## src/rtl/page_walker.sv

```systemverilog
module page_walker #(
  parameter int AW    = 32,
  parameter int OFF_W = 12,
  parameter int PFN_W = 20
) (
  input  logic          clk,
  input  logic          rst_n,
  input  logic          base_ld,
  input  logic [AW-1:0] base_val,
  input  logic          req_valid,
  input  logic [AW-1:0] req_vaddr,
  input  logic [1:0]    req_kind,
  output logic          busy,
  output logic          rsp_valid,
  output logic [AW-1:0] rsp_paddr,
  output logic [1:0]    rsp_fault,
  output logic          mem_en,
  output logic          mem_we,
  output logic [AW-1:0] mem_addr,
  output logic [31:0]   mem_wdata,
  input  logic [31:0]   mem_rdata
);
  localparam int VPN_W = AW - OFF_W;
  localparam int B_DIRTY = 31;
  localparam int B_USED  = 30;
  localparam int B_VALID = 29;
  localparam int B_RD    = 28;
  localparam int B_WR    = 27;
  localparam int B_EX    = 26;

  typedef enum logic [2:0] {S_IDLE, S_READ, S_CHECK, S_WB, S_DONE} state_t;

  state_t        state;
  logic [AW-1:0] base_q;
  logic [AW-1:0] va_q;
  logic [1:0]    kind_q;
  logic [31:0]   pte_q;
  logic          allow;
  logic [1:0]    fault;
  logic [31:0]   pte_new;

  always_comb begin
    case (kind_q)
      2'd0:    allow = mem_rdata[B_RD];
      2'd1:    allow = mem_rdata[B_WR];
      2'd2:    allow = mem_rdata[B_EX];
      default: allow = 1'b0;
    endcase
    if (!mem_rdata[B_VALID]) fault = 2'd1;
    else if (!allow)         fault = 2'd2;
    else                     fault = 2'd0;
    pte_new = mem_rdata;
    pte_new[B_USED] = 1'b1;
    if (kind_q == 2'd1) pte_new[B_DIRTY] = 1'b1;
  end

  always_ff @(posedge clk) begin
    if (!rst_n) begin
      state     <= S_IDLE;
      base_q    <= '0;
      va_q      <= '0;
      kind_q    <= '0;
      pte_q     <= '0;
      rsp_paddr <= '0;
      rsp_fault <= '0;
    end else begin
      case (state)
        S_IDLE: begin
          if (base_ld) base_q <= base_val;
          if (req_valid) begin
            va_q   <= req_vaddr;
            kind_q <= req_kind;
            state  <= S_READ;
          end
        end
        S_READ: state <= S_CHECK;
        S_CHECK: begin
          pte_q     <= pte_new;
          rsp_fault <= fault;
          rsp_paddr <= (fault == 2'd0) ? {mem_rdata[PFN_W-1:0], va_q[OFF_W-1:0]} : '0;
          state     <= (fault == 2'd0 && pte_new != mem_rdata) ? S_WB : S_DONE;
        end
        S_WB:    state <= S_DONE;
        default: state <= S_IDLE;
      endcase
    end
  end

  assign busy      = state != S_IDLE;
  assign rsp_valid = state == S_DONE;
  assign mem_en    = state == S_READ || state == S_WB;
  assign mem_we    = state == S_WB;
  assign mem_addr  = base_q + {{(AW-VPN_W-2){1'b0}}, va_q[AW-1:OFF_W], 2'b00};
  assign mem_wdata = pte_q;
endmodule


```

## config.mk

```make
export PLATFORM = sky130hd
export DESIGN_NAME = page_walker
export DESIGN_NICKNAME = d
export VERILOG_FILES = /design/src/rtl/page_walker.sv
export SDC_FILE = /design/constraint.sdc
export NUM_CORES = 1
export LEC_CHECK = 0
export BUFFER_PORTS_ARGS = -buffer_cell sky130_fd_sc_hd__buf_2
export CELL_PAD_IN_SITES_DETAIL_PLACEMENT = 1
export CELL_PAD_IN_SITES_GLOBAL_PLACEMENT = 1
export CORE_MARGIN = 3
export CORE_UTILIZATION = 37
export DETAILED_ROUTE_END_ITERATION = 10
export GPL_ROUTABILITY_DRIVEN = 0
export GPL_TIMING_DRIVEN = 0
export PLACE_DENSITY_LB_ADDON = 0.1
export RECOVER_POWER = 50
export SLEW_MARGIN = 30
export SYNTH_ARGS = -nofsm -noshare
export SYNTH_HDL_FRONTEND = slang
export SYNTH_SLANG_ARGS = --single-unit
```

## constraint.sdc

```tcl
create_clock -name clk -period 2.7 [get_ports clk]
set_clock_uncertainty 0.05 [all_clocks]
set_input_delay 0.135 -clock clk [delete_from_list [all_inputs] [get_ports clk]]
set_output_delay 0.135 -clock clk [all_outputs]
set_load 0.005 [all_outputs]
```

==> metrics <==
clk buf depth=2; relative slew slack=0.640; number of top-level pins=204; Die X=137 µm; gr ovfl total=0; Hold Crit Class=input pin to flip-flop; clock period minus worst slack=2.88 ns; Max stage delay cell, worst path=fa_2; CP Capture Type=output pin; Finished Cell Area=9480 µm²; root buffer cell=clkbuf_16; TritonCTS buffer count=17; CTS tree=built; WL final=22.6 mm; H-tree levels=4; Pwr Density=555 nW/µm²; non-filler cells in the finished layout=1,324; Mapped Area=6340 µm²; CP delay by family, top=compound AO/OA/AOI/OAI gates; Final Hold Fails=0; nets@finish=1,211; Worst Path Arrival=2.69 ns; via/cell ratio=4.97; period utilisation layout=1.07; most frequent cells in the layout=nand2_1 (218), buf_2 (152), dfxtp_1 (132); static leakage=0.00378 µW; predominant post-synthesis flop cell=dfxtp_1; routed length per instance=17.1 µm; final slew viol count=0; Area Overhead vs Synth=49.5%; Sink Count=135; CP Cell Sequence=ha_4 -> inv_2 -> fa_2 -> nor2b_4 -> o211ai_1 -> a21oi_4 -> o211ai_4 -> buf_4 -> a211oi_2 -> xor2_1 -> buf_2; Post-Synthesis Net Count=881; clock transition at the registers of the reported paths=0.06 ns; Initial Util=0.380; synth warn=0; First-pass DRT Iterations=4; WP data required=2.52 ns; FMAX=347 MHz; critical path peak fanout=5; Core Area=16,700 µm²; dpl cells=1,180; crit path kind=flip-flop to output pin; EDFF count, synth=0; largest net degree at the start of global routing=17; I/O Buffers=202; global-route usage over all layers=0.240; crit path buf inv count=3; Post-Syn Instances=758; final setup margin=-0.180 ns; vias in the first global route=7,059; initial antenna violation count=2; Fillers=2,054; drt first-iter violations=214; die extent in y=137 µm; Synth async-reset ratio=0; sequential element share of the synthesized area=0.426; final setup vio count=10; first-pass GRT wire length=35.2 mm; hold slack=0.0655 ns; Worst-Margin Slew=0.541 ns; Die ar.=18,700 µm²; final HPWL from detailed placement=15.2 mm; drt drc=0; DP Area=7630 µm²; Max stage delay on crit path=0.39 ns; Avg Cell Area, Syn=8.37 µm²; clock latency on the worst-skew pair=0.41 ns; outcome=finished with violations; row count=47; max_cap viols=0; #FFs+latches synth=135; RSZ-0062 raised after global routing=true; Max IR drop VDD=388 µV; Setup crit start kind=flip-flop; vias=6,579; commonest non-fill, non-tap cell in the layout=nand2_1; failing checks=negative setup slack; Yosys cell types=53; post-route antenna net violation count=0; layout cell share with drive strength beyond 1=0.223
[worst min-delay path: stages]
cell and delay, ns:
buf_2 0.07, o21ai_1 0.07, a31oi_1 0.16, nor2_1 0.05
[synthesized netlist by cell type (6+ instances only)]
cell / number / area [µm²]
nand2_1: 218 / 818
dfxtp_1: 135 / 2700
a21boi_0: 63 / 473
nor2b_1: 37 / 231
a21boi_1: 36 / 270
a22oi_1: 31 / 233
clkbuf_1: 29 / 109
a21oi_1: 22 / 110
ha_1: 20 / 250
xnor2_1: 17 / 149
buf_2: 16 / 80.1
nor2_1: 16 / 60.1
nand3_1: 11 / 55.1
inv_1: 10 / 37.5
o21ai_0: 10 / 50.1
o211ai_1: 9 / 67.6
xor2_1: 9 / 78.8
and2_1: 6 / 37.5
[registers in the layout (all words and copies together) (netlist names)]
register	cells
rsp_fault	2
rsp_paddr	32
mem_wdata	32
kind_q	2
base_q	32
va_q	32
state	3
[per-stage QoR]
| step | TNS (ns) | total power [µW] | util | setup WS, ns |
|---|---|---|---|---|
| 6_report | -1.02 | 5260 | 0.568 | -0.180 |
| 2_1_floorplan | 0 | 2560 | - | 0.482 |
| 3_3_place_gp | 0 | 2850 | 0.457 | 0.156 |
| 4_1_cts | -0.452 | 5260 | 0.560 | -0.122 |
| 3_5_place_dp | 0 | 2860 | 0.457 | 0.142 |
| 5_1_grt | -2.55 | 5480 | 0.568 | -0.301 |
[area by class of cell]
| class | instances | area, µm² | share of cell area |
|---|---|---|---|
| multi-input cells | 563 | 3630 | 0.382 |
| inverters | 10 | 37.5 | 0.00396 |
| plain buffers | 50 | 221 | 0.0234 |
| clock buffers | 24 | 482 | 0.0508 |
| clock inverters | 8 | 96.3 | 0.0102 |
| repair buffers | 311 | 2030 | 0.214 |
| well taps | 220 | 275 | 0.0290 |
| diodes | 3 | 7.51 | 0.000792 |
| flip-flops and latches | 135 | 2710 | 0.285 |
[cell families (layout without fill, tap and decap cells)]
kind of cell | Yosys count | in the layout | synth area share
and+or+nand+nor | 312 | 312 | 0.218
AOI/OAI and AO/OA | 201 | 201 | 0.233
DFF | 135 | 135 | 0.426
buffers and inverters | 60 | 403 | 0.0398
xor gates and xnor gates | 26 | 26 | 0.0359
adders and majority gates | 21 | 21 | 0.0426
muxes | 3 | 3 | 0.00473
other | 0 | 3 | 0
[layer usage]
layer	GRT usage	share of wire	vias to the layer above
met4	0.0948	0.026	0
met5	0	0	-
met2	0.428	0.51	166
met3	0.0724	0.052	46
li1	-	-	3231
met1	0.266	0.41	3136
[power by group]
part	switching, µW	leakage (µW)	total, µW	internal, µW
Sequential	67.6	0.00110	2150	2080
Combinational	433	0.00240	832	398
Clock	849	0.000284	2280	1430
[repair_timing]
action | in CTS | in global routing
pin swaps | 9 | 16
setup endpoints to repair | 15 | 21
endpoints found under the hold margin | 118 | 0
hold buffers | 97 | 0
setup buffers | 10 | 7
gates resized for setup | 23 | 45
[path summary, 6_finish.rpt]
check                                    from            to  slack, ns  cells past startpoint
worst max register to register       state[1]    base_q[12]       0.53                      7
worst min-delay path            mem_rdata[30]      state[0]       0.07                      4
worst min register to register   mem_wdata[3]  mem_wdata[3]       0.40                      2
worst max-delay path                base_q[2]  mem_addr[24]      -0.18                     11
Note: power is estimated with default switching activity, not from simulation.
